==> src/rtl/sqw_pkg.sv <==
package sqw_pkg;
  typedef enum logic [1:0] {
    REG_CTRL = 2'd0,
    REG_CMP  = 2'd1,
    REG_HALF = 2'd2,
    REG_NONE = 2'd3
  } reg_addr_e;

  typedef struct packed {
    logic mat_en;
    logic pwm_en;
    logic tog_en;
    logic cmp_en;
  } ctrl_t;

  localparam int CTRL_W   = 4;
  localparam int FLAG_BIT = 4;
endpackage

==> src/rtl/sqw_timebase.sv <==
module sqw_timebase #(
  parameter int TB_W = 16
) (
  input  logic            clk_i,
  input  logic            rst_ni,
  input  logic            tick_i,
  output logic [TB_W-1:0] tb_o
);
  always_ff @(posedge clk_i or negedge rst_ni) begin
    if (!rst_ni)     tb_o <= '0;
    else if (tick_i) tb_o <= tb_o + TB_W'(1);
  end
endmodule

==> src/rtl/sqw_regs.sv <==
module sqw_regs
  import sqw_pkg::*;
#(
  parameter int DW = 8
) (
  input  logic          clk_i,
  input  logic          rst_ni,
  input  logic          wr_i,
  input  logic [1:0]    addr_i,
  input  logic [DW-1:0] wdata_i,
  input  logic          adv_i,
  input  logic [DW-1:0] adv_val_i,
  input  logic          flag_set_i,
  output ctrl_t         ctrl_o,
  output logic [DW-1:0] cmp_o,
  output logic [DW-1:0] half_o,
  output logic          flag_o
);
  logic wr_ctrl, wr_cmp, wr_half;

  assign wr_ctrl = wr_i && (reg_addr_e'(addr_i) == REG_CTRL);
  assign wr_cmp  = wr_i && (reg_addr_e'(addr_i) == REG_CMP);
  assign wr_half = wr_i && (reg_addr_e'(addr_i) == REG_HALF);

  always_ff @(posedge clk_i or negedge rst_ni) begin
    if (!rst_ni) begin
      ctrl_o <= '0;
      cmp_o  <= '0;
      half_o <= '0;
    end else begin
      if (wr_ctrl) ctrl_o <= ctrl_t'(wdata_i[CTRL_W-1:0]);
      // split 16-bit update: low byte disarms, high byte re-arms
      if (wr_cmp) begin
        cmp_o         <= wdata_i;
        ctrl_o.cmp_en <= 1'b0;
      end else if (adv_i) begin
        cmp_o <= adv_val_i;
      end
      if (wr_half) begin
        half_o        <= wdata_i;
        ctrl_o.cmp_en <= 1'b1;
      end
    end
  end

  // set wins over a same-cycle clear so no event is lost
  always_ff @(posedge clk_i or negedge rst_ni) begin
    if (!rst_ni)                          flag_o <= 1'b0;
    else if (flag_set_i)                  flag_o <= 1'b1;
    else if (wr_ctrl && !wdata_i[FLAG_BIT]) flag_o <= 1'b0;
  end
endmodule

==> src/rtl/sqw_toggle.sv <==
module sqw_toggle
  import sqw_pkg::*;
#(
  parameter int DW = 8
) (
  input  logic            clk_i,
  input  logic            rst_ni,
  input  logic            tick_i,
  input  logic [2*DW-1:0] tb_i,
  input  ctrl_t           ctrl_i,
  input  logic [DW-1:0]   cmp_i,
  input  logic [DW-1:0]   half_i,
  output logic            tog_o,
  output logic            adv_o,
  output logic [DW-1:0]   adv_val_o,
  output logic            flag_set_o
);
  logic mode_on, lo_hit, full_hit;

  assign mode_on   = ctrl_i.cmp_en && ctrl_i.tog_en && ctrl_i.pwm_en;
  assign lo_hit    = (tb_i[DW-1:0] == cmp_i);
  assign full_hit  = (tb_i == {half_i, cmp_i});
  assign adv_o     = tick_i && mode_on && lo_hit;
  assign adv_val_o = cmp_i + half_i; // wraps, so 0 steps a full 2^DW
  assign flag_set_o = tick_i && ctrl_i.mat_en && ctrl_i.cmp_en && full_hit;

  always_ff @(posedge clk_i or negedge rst_ni) begin
    if (!rst_ni)    tog_o <= 1'b0;
    else if (adv_o) tog_o <= ~tog_o;
  end
endmodule

==> src/rtl/sqw_chan.sv <==
module sqw_chan
  import sqw_pkg::*;
#(
  parameter int DW = 8
) (
  input  logic          clk_i,
  input  logic          rst_ni,
  input  logic          tick_i,
  input  logic          wr_i,
  input  logic [1:0]    addr_i,
  input  logic [DW-1:0] wdata_i,
  output logic          tog_o,
  output logic          flag_o
);
  localparam int TB_W = 2 * DW;

  logic [TB_W-1:0] tb_q;
  ctrl_t           ctrl_q;
  logic [DW-1:0]   cmp_q, half_q, adv_val;
  logic            adv, flag_set;

  sqw_timebase #(.TB_W(TB_W)) i_tb (
    .clk_i  (clk_i),
    .rst_ni (rst_ni),
    .tick_i (tick_i),
    .tb_o   (tb_q)
  );

  sqw_regs #(.DW(DW)) i_regs (
    .clk_i      (clk_i),
    .rst_ni     (rst_ni),
    .wr_i       (wr_i),
    .addr_i     (addr_i),
    .wdata_i    (wdata_i),
    .adv_i      (adv),
    .adv_val_i  (adv_val),
    .flag_set_i (flag_set),
    .ctrl_o     (ctrl_q),
    .cmp_o      (cmp_q),
    .half_o     (half_q),
    .flag_o     (flag_o)
  );

  sqw_toggle #(.DW(DW)) i_tog (
    .clk_i      (clk_i),
    .rst_ni     (rst_ni),
    .tick_i     (tick_i),
    .tb_i       (tb_q),
    .ctrl_i     (ctrl_q),
    .cmp_i      (cmp_q),
    .half_i     (half_q),
    .tog_o      (tog_o),
    .adv_o      (adv),
    .adv_val_o  (adv_val),
    .flag_set_o (flag_set)
  );
endmodule

==> config.mk <==
export PLATFORM = sky130hd
export DESIGN_NAME = sqw_chan
export DESIGN_NICKNAME = d
export VERILOG_FILES = /design/src/rtl/sqw_pkg.sv /design/src/rtl/sqw_timebase.sv /design/src/rtl/sqw_regs.sv /design/src/rtl/sqw_toggle.sv /design/src/rtl/sqw_chan.sv
export SDC_FILE = /design/constraint.sdc
export NUM_CORES = 1
export LEC_CHECK = 0
export ABC_CLOCK_PERIOD_IN_PS = 6400
export BUFFER_PORTS_ARGS = -buffer_cell sky130_fd_sc_hd__buf_2
export CORE_MARGIN = 4
export CORE_UTILIZATION = 30
export CTS_BUF_LIST = sky130_fd_sc_hd__clkbuf_4 sky130_fd_sc_hd__clkbuf_8 sky130_fd_sc_hd__clkbuf_16
export DETAILED_ROUTE_END_ITERATION = 8
export GPL_ROUTABILITY_DRIVEN = 0
export GPL_TIMING_DRIVEN = 0
export PLACE_DENSITY = 0.49
export SYNTH_ARGS = -nofsm -noshare
export SYNTH_HDL_FRONTEND = slang
export SYNTH_SLANG_ARGS = --single-unit
==> constraint.sdc <==
create_clock -name clk_i -period 6.4 [get_ports clk_i]
set_input_delay 1.28 -clock clk_i [delete_from_list [all_inputs] [get_ports clk_i]]
set_output_delay 1.28 -clock clk_i [all_outputs]
set_load 0.05 [all_outputs]
==> impl_metrics.py, run 1 <==
metrics = {
    "placement": {
        "post-dp-hpwl_um": 3580,
        "portBuffers": 14,
        "place_ws_ns": 3.21,
        "place_inst": 313,
    },
    "floorplan": {
        "die-area_mm2": 0.00847,
        "ioPinCount": 16,
        "start_util_pct": 31.0,
        "num_rows": 30,
        "fp.dieH_um": 92.1,
        "die-width_um": 92.1,
        "core_mm2": 0.00683,
    },
    "critical_path": {
        "critical_path_class": "input port to register",
        "ff2ff_setup_slack_ns": 4.10,
        "worstReg2RegStart": "i_regs.half_o[0]$_DFFE_PN0P_",
        "cp-end-kind": "register",
        "r2r-end": "i_regs.cmp_o[6]$_DFFE_PN0P_",
        "crit_fanout": 10,
        "cp.required_ns": 6.58,
        "setup.worst_path.start": "tick_i",
        "worst-r2r-cell-count": 8,
        "cp_data_arrival_time_ns": 3.03,
        "crit_path_end": "i_regs.cmp_o[7]$_DFFE_PN0P_",
        "startpoint_type": "input port",
    },
    "yosys": {
        "synth_top_cell_area_share_pct": 44.9,
        "synth_top_family_by_area": "simple AND/OR/NAND/NOR gates",
        "synth-edff-count": 0,
        "synth_adder_area_share_pct": 5.67,
        "synth-compound-area-share_pct": 7.91,
        "synth_cells": 203,
        "synthArstFlopShare_pct": 100,
        "synth.area.mux_share_pct": 8.26,
        "syn_avg_cell_area_um2": 10.4,
        "synth-simple-area-share_pct": 17.2,
        "synth.area.top_cells": "dfrtp_1 (45%), xor2_1 (8.7%), mux2_2 (6.4%), xnor2_1 (5.8%), ha_1 (4.7%)",
        "synth_largest_area_cell": "dfrtp_1",
        "synth-xor-area-share_pct": 14.5,
        "synth_nets": 226,
        "synth_area_mm2": 0.00212,
        "synth.distinct_cells": 41,
        "ys_ff_latch": 38,
        "synth_warnings": 0,
        "synth-main-ff-cell": "dfrtp_1",
        "ys_seq_area_share_pct": 44.9,
    },
    "sta": {
        "skew_ns": 0.00581,
        "worstMarginPinSlew_ns": 0.902,
        "drv_slew": 0,
        "layout_min_cycle_time_ns": 2.86,
        "max-slew-margin-rel_pct": 39.9,
        "setup_viol": 0,
        "fin_tns_setup_ns": 0,
        "fin_crit_sh_pct": 44.6,
        "rsz0062_at_grt": "false",
        "setup_ws_ns": 3.54,
        "fmax_mhz": 350,
        "hold_viol_final": 0,
    },
    "power": {
        "p_comb_share_pct": 28.3,
        "internal_power_mw": 0.476,
        "swShare_pct": 34.9,
        "p_sw_mw": 0.255,
        "max-vdd-ir-drop_mv": 0.157,
        "p_clk_share_pct": 24.8,
        "seq_power_share_pct": 46.9,
        "power_density_mw_per_mm2": 304,
        "p_leak_nw": 1.11,
    },
    "detailed_routing": {
        "wl_per_cell_um": 14.9,
        "vias_per_cell": 4.64,
        "drt_iter0_markers": 74,
        "route.detailed.drc": 0,
        "vias": 1490,
        "final_antenna_net_count": 0,
        "drtPass1Iterations": 4,
        "finalWirelength_um": 4770,
    },
    "cells_and_area": {
        "final.fill_count": 722,
        "n_antenna_cell": 0,
        "layout-drive-gt1-share_pct": 16.9,
        "seqCellArea_um2": 951,
        "fin_cells": 321,
        "multi_input_area_mm2": 0.00113,
        "area_growth_pct": 13.5,
        "finalNetCount": 247,
    },
    "clocking": {
        "hold_buffers": 0,
        "clock-root-buffer": "clkbuf_8",
        "cts_buffer_depth": 2,
        "postCtsSetupBuffers": 0,
        "cts_sinks": 38,
        "htreeDepth": 2,
        "clkTransAtPathRegs_ns": 0.08,
        "cts-resized-gates": 0,
        "clkLatencyLatePin_ns": 0.30,
        "cts_tree": "done",
        "cts_made_buffers": 5,
    },
    "status": {
        "status": "complete, no violations",
    },
    "global_routing": {
        "grt_max_degree": 39,
        "antenna_found_initial": 0,
        "grtUsageTotal_pct": 12.7,
        "grt-ovfl-total": 0,
        "grt_pass1_vias": 1554,
        "grt_pass1_wl_um": 8240,
    },
    "min_path": {
        "hp-class": "register to register",
    },
    "flow_run": {
        "max_cap_violations": 0,
    },
}
per-layer routing:
metal	wire, µm	vias to the layer above	track usage [%]
li1	-	749	-
met1	2510	713	17.8
met2	2020	22	18.9
met3	156	6	2.95
met4	86	0	4.83
met5	0	-	0
per-stage QoR:
stage	area [µm²]	utilization, %	power, mW	hold slack, ns
finish	2400	35.2	0.731	0.466
global route	2400	35.2	0.788	0.477
CTS	2400	35.2	0.741	0.475
detailed placement	2310	33.8	0.557	0.463
global placement	2310	33.8	0.553	0.463
floorplan	2120	-	0.497	0.461
registers in the layout, summed over array words and instances (netlist names):
register	cells
i_regs.cmp_o	8
i_regs.ctrl_o	4
i_regs.flag_o	1
i_regs.half_o	8
i_tb.tb_o	16
i_tog.tog_o	1
cells in the final DEF (no fill, tap or decap), types with 8 or more instances in the layout:
cell type,netlist,routed
xnor2_1,14,14
dfrtp_1,38,38
nand2_1,18,18
mux2_2,12,12
a21oi_1,8,8
nand3_1,9,9
xor2_1,21,21
ha_1,8,8
nor2_1,13,13
buf_2,0,14
synth_stat cells (all sizes together), types with 2 or more instances:
cell and count:
a21oi 8, a31oi 2, and3 5, and4 2, clkbuf 2, dfrtp 38, ha 8, inv 5
mux2 12, mux2i 4, nand2 18, nand2b 2, nand3 9, nand4 3, nor2 13, nor2b 5
nor3 2, nor4 2, o21ai 7, o31ai 2, or3 2, or4 2, xnor2 14, xor2 21
cell type report:
type / count / share of cell area, %
Buffer: 3 / 0.624
Clock buffer: 6 / 3.43
Clock inverter: 2 / 0.520
Inverter: 5 / 0.780
Multi-Input combinational cell: 157 / 47.2
Sequential cell: 38 / 39.5
Tap cell: 96 / 4.99
Timing Repair Buffer: 14 / 2.91
critical path, stage by stage:
cell      delay [ns]
clkbuf_1        0.25
nand2_1         0.07
or4_1           0.42
or4_4           0.54
buf_4           0.21
a31oi_1         0.17
o31ai_1         0.09
power groups by stage:
stage / sequential, mW / clock, mW / combinational, mW
floorplan: 0.333 / 0 / 0.163
global placement: 0.348 / 0 / 0.204
detailed placement: 0.349 / 0 / 0.208
CTS: 0.345 / 0.188 / 0.209
global route: 0.353 / 0.199 / 0.236
finish: 0.343 / 0.181 / 0.207
kinds of logic (layout without fill, tap and decap cells):
kind of cell / Yosys count / count (layout)
and+or+nand+nor: 70 / 70
DFF: 38 / 38
xor gates and xnor gates: 35 / 35
AOI/OAI and AO/OA: 27 / 27
muxes: 16 / 16
adders and majority gates: 9 / 9
buffers and inverters: 8 / 30
worst min path at each step:
stage                              start                   endpoint  cells after the start
2_1_floorplan  i_tb.tb_o[15]$_DFFE_PN0P_  i_tb.tb_o[15]$_DFFE_PN0P_                      1
3_3_place_gp     i_tog.tog_o$_DFFE_PN0P_    i_tog.tog_o$_DFFE_PN0P_                      1
3_5_place_dp     i_tog.tog_o$_DFFE_PN0P_    i_tog.tog_o$_DFFE_PN0P_                      1
4_1_cts          i_tog.tog_o$_DFFE_PN0P_    i_tog.tog_o$_DFFE_PN0P_                      1
5_1_grt          i_tog.tog_o$_DFFE_PN0P_    i_tog.tog_o$_DFFE_PN0P_                      1
6_report         i_tog.tog_o$_DFFE_PN0P_    i_tog.tog_o$_DFFE_PN0P_                      1
Note: power is estimated with default switching activity, not from simulation.
==> inputs of run 2 (changes only) <==
--- a/config.mk
+++ b/config.mk
@@ -5,7 +5,8 @@
 export SDC_FILE = /design/constraint.sdc
 export NUM_CORES = 1
 export LEC_CHECK = 0
-export ABC_CLOCK_PERIOD_IN_PS = 6400
+export ABC_AREA = 1
+export ABC_CLOCK_PERIOD_IN_PS = 2650
 export BUFFER_PORTS_ARGS = -buffer_cell sky130_fd_sc_hd__buf_2
 export CORE_MARGIN = 4
 export CORE_UTILIZATION = 30
@@ -13,7 +14,7 @@
 export DETAILED_ROUTE_END_ITERATION = 8
 export GPL_ROUTABILITY_DRIVEN = 0
 export GPL_TIMING_DRIVEN = 0
-export PLACE_DENSITY = 0.49
+export PLACE_DENSITY = 0.48
 export SYNTH_ARGS = -nofsm -noshare
 export SYNTH_HDL_FRONTEND = slang
 export SYNTH_SLANG_ARGS = --single-unit
==> constraint.sdc (replaced) <==
create_clock -name clk_i -period 2.65 [get_ports clk_i]
set_input_delay 0.53 -clock clk_i [delete_from_list [all_inputs] [get_ports clk_i]]
set_output_delay 0.53 -clock clk_i [all_outputs]
set_load 0.05 [all_outputs]
==> run 2 against run 1 <==
Against the previous run: count of clock-buffer cells in the layout shrank 1; non-clock buffer count is the same; area after synthesis grew 9.8%; sequential power grew to 2.7 times the previous value; clock power grew to 2.9 times the previous value.
==> impl_metrics.py, run 2 <==
metrics = {
    "sta": {
        "hold_viol_final": 0,
        "fmax_mhz": 546,
        "drv_slew": 0,
        "whs_ns": 0.347,
        "layout_min_cycle_time_ns": 1.83,
        "skew_ns": 0.00793,
        "worstMarginPinSlew_ns": 0.895,
        "rsz0062_at_grt": "false",
        "max-slew-margin-rel_pct": 40.3,
        "fin_crit_sh_pct": 69.2,
        "setup_viol": 0,
        "fin_tns_setup_ns": 0,
    },
    "flow_run": {
        "max_cap_violations": 0,
    },
    "detailed_routing": {
        "vias": 1853,
        "final_antenna_net_count": 0,
        "drt_iter0_markers": 28,
        "vias_per_cell": 4.50,
        "drtPass1Iterations": 4,
        "route.detailed.drc": 0,
        "finalWirelength_um": 5580,
        "wl_per_cell_um": 13.6,
    },
    "cells_and_area": {
        "finalNetCount": 335,
        "largest_reg_flops": 16,
        "fin_util_pct": 35.5,
        "layout-drive-gt1-share_pct": 13.7,
        "n_antenna_cell": 0,
        "final_cell_mix": "nand2_1 (78), inv_1 (38), dfrtp_1 (38)",
        "final_common_cell": "nand2_1",
        "largest-register": "i_tb.tb_o",
        "reg.largest.list": "i_tb.tb_o (16), i_regs.cmp_o (8), i_regs.half_o (8)",
        "area_growth_pct": 13.0,
    },
    "critical_path": {
        "cp-end-kind": "register",
        "path_buf_inv": 2,
        "crit_family": "adder cells",
        "ff2ff_setup_slack_ns": 0.82,
        "cp_slowest_stage_delay_ns": 0.44,
        "startpoint_type": "register",
        "cp_common_cell": "nand2_1",
        "cp.depth": 13,
        "critical_path_class": "register to register",
        "crit_fanout": 3,
        "cp_data_arrival_time_ns": 2.04,
        "cp.required_ns": 2.85,
        "slowest_stage": "dfrtp_1",
        "worst-r2r-cell-count": 13,
        "crit_chain": "ha_1, inv_1, fa_1, inv_1, nand2_1, nand2_1, nand3b_1, nand2_1, nand2_1, nand3_1, nand2_1, nand2_1, nand2_1",
    },
    "power": {
        "power_density_mw_per_mm2": 889,
        "max-vdd-ir-drop_mv": 0.444,
        "p_leak_nw": 1.38,
    },
    "clocking": {
        "hold_buffers": 0,
        "cts_sinks": 38,
        "cts_made_buffers": 5,
        "htreeDepth": 2,
        "cts-resized-gates": 0,
        "postCtsSetupBuffers": 0,
        "cts_buffer_depth": 2,
        "clkTransAtPathRegs_ns": 0.08,
        "clock-root-buffer": "clkbuf_8",
        "clkLatencyLatePin_ns": 0.31,
        "cts_tree": "done",
    },
    "yosys": {
        "synth_nets": 314,
        "syn_avg_cell_area_um2": 8.00,
        "synth.top_cells.by_count": "nand2_1 (78), dfrtp_1 (38), inv_1 (38), nand3_1 (26), nor2_1 (17)",
        "synth-edff-count": 0,
        "synth_adder_area_share_pct": 5.16,
        "synth_cells": 291,
        "synth.area.top_cells": "dfrtp_1 (41%), nand2_1 (13%), inv_1 (6.1%), nand3_1 (5.6%), xor2_1 (5.3%)",
        "synth_top_family_by_area": "simple AND/OR/NAND/NOR gates",
        "synth_largest_area_cell": "dfrtp_1",
        "ys_seq_area_share_pct": 40.9,
        "ys_ff_latch": 38,
        "synth-compound-area-share_pct": 5.27,
        "synth.distinct_cells": 30,
        "synth-xor-area-share_pct": 9.41,
        "synthArstFlopShare_pct": 100,
        "synth.area.mux_share_pct": 1.45,
        "synth.most_common_cell": "nand2_1",
        "synth_top_cell_area_share_pct": 40.9,
        "synth-simple-area-share_pct": 30.6,
        "synth_area_mm2": 0.00233,
        "synth_warnings": 0,
        "synth-main-ff-cell": "dfrtp_1",
    },
    "global_routing": {
        "grtUsageTotal_pct": 13.6,
        "grt_pass1_vias": 1889,
        "grt_max_degree": 39,
        "antenna_found_initial": 0,
        "grt-ovfl-total": 0,
        "grt_pass1_wl_um": 9470,
    },
    "min_path": {
        "hp-class": "input port to async pin",
    },
    "placement": {
        "portBuffers": 14,
        "post-dp-hpwl_um": 4180,
    },
    "floorplan": {
        "die-area_mm2": 0.00923,
        "die-width_um": 96.1,
        "num_rows": 31,
        "ioPinCount": 16,
        "fp.dieH_um": 96.1,
        "core_mm2": 0.00741,
        "start_util_pct": 31.4,
    },
    "status": {
        "status": "complete, no violations",
    },
}
==> run 2: worst paths after layout <==
| path | from | to |
|---|---|---|
| max | i_regs.cmp_o[0]$_DFFE_PN0P_ | i_regs.cmp_o[6]$_DFFE_PN0P_ |
| min | rst_ni | i_regs.cmp_o[0]$_DFFE_PN0P_ |
| max reg2reg | i_regs.cmp_o[0]$_DFFE_PN0P_ | i_regs.cmp_o[6]$_DFFE_PN0P_ |
| min reg2reg | i_tog.tog_o$_DFFE_PN0P_ | i_tog.tog_o$_DFFE_PN0P_ |
| max in group asynchronous | rst_ni | i_tb.tb_o[14]$_DFFE_PN0P_ |
| min in group clk_i | tick_i | i_tb.tb_o[0]$_DFFE_PN0P_ |
==> run 2: final cells by class <==
type	instances	area (µm²)
Buffer	3	18.8
Timing Repair Buffer	14	70.1
Fill cell	791	4780
Tap cell	99	124
Multi-Input combinational cell	210	1210
Clock inverter	3	40.0
Inverter	40	150
Sequential cell	38	951
Clock buffer	5	68.8
==> run 2: logic make-up (layout without fill, tap and decap cells) <==
logic type | Yosys count | count (layout)
xor gates and xnor gates | 25 | 25
AOI/OAI and AO/OA | 23 | 23
adders and majority gates | 9 | 9
DFF | 38 | 38
and+or+nand+nor | 150 | 150
muxes | 3 | 3
buffers and inverters | 43 | 65
==> run 2: through the flow <==
stage / cell area [µm²] / cells / power, mW / setup WS [ns]
floorplan: 2330 / 291 / 1.62 / 1.03
global placement: 2520 / 404 / 1.82 / 0.839
detailed placement: 2520 / 404 / 1.84 / 0.828
CTS: 2630 / 412 / 2.36 / 0.814
global route: 2630 / 412 / 2.54 / 0.683
finish: 2630 / 412 / 2.34 / 0.817
==> run 2: per-layer routing <==
layer | share of wire [%] | GRT usage [%]
met5 | 0 | 0
met4 | 2.1 | 4.62
met3 | 3.0 | 2.66
met2 | 45 | 21.5
met1 | 50 | 18.5
==> run 2: power breakdown <==
group          internal (mW)  switching, mW  total [mW]  leakage [nW]
Combinational          0.393          0.492       0.885         0.859
Sequential             0.725          0.212       0.936         0.467
Clock                  0.278          0.239       0.516        0.0579
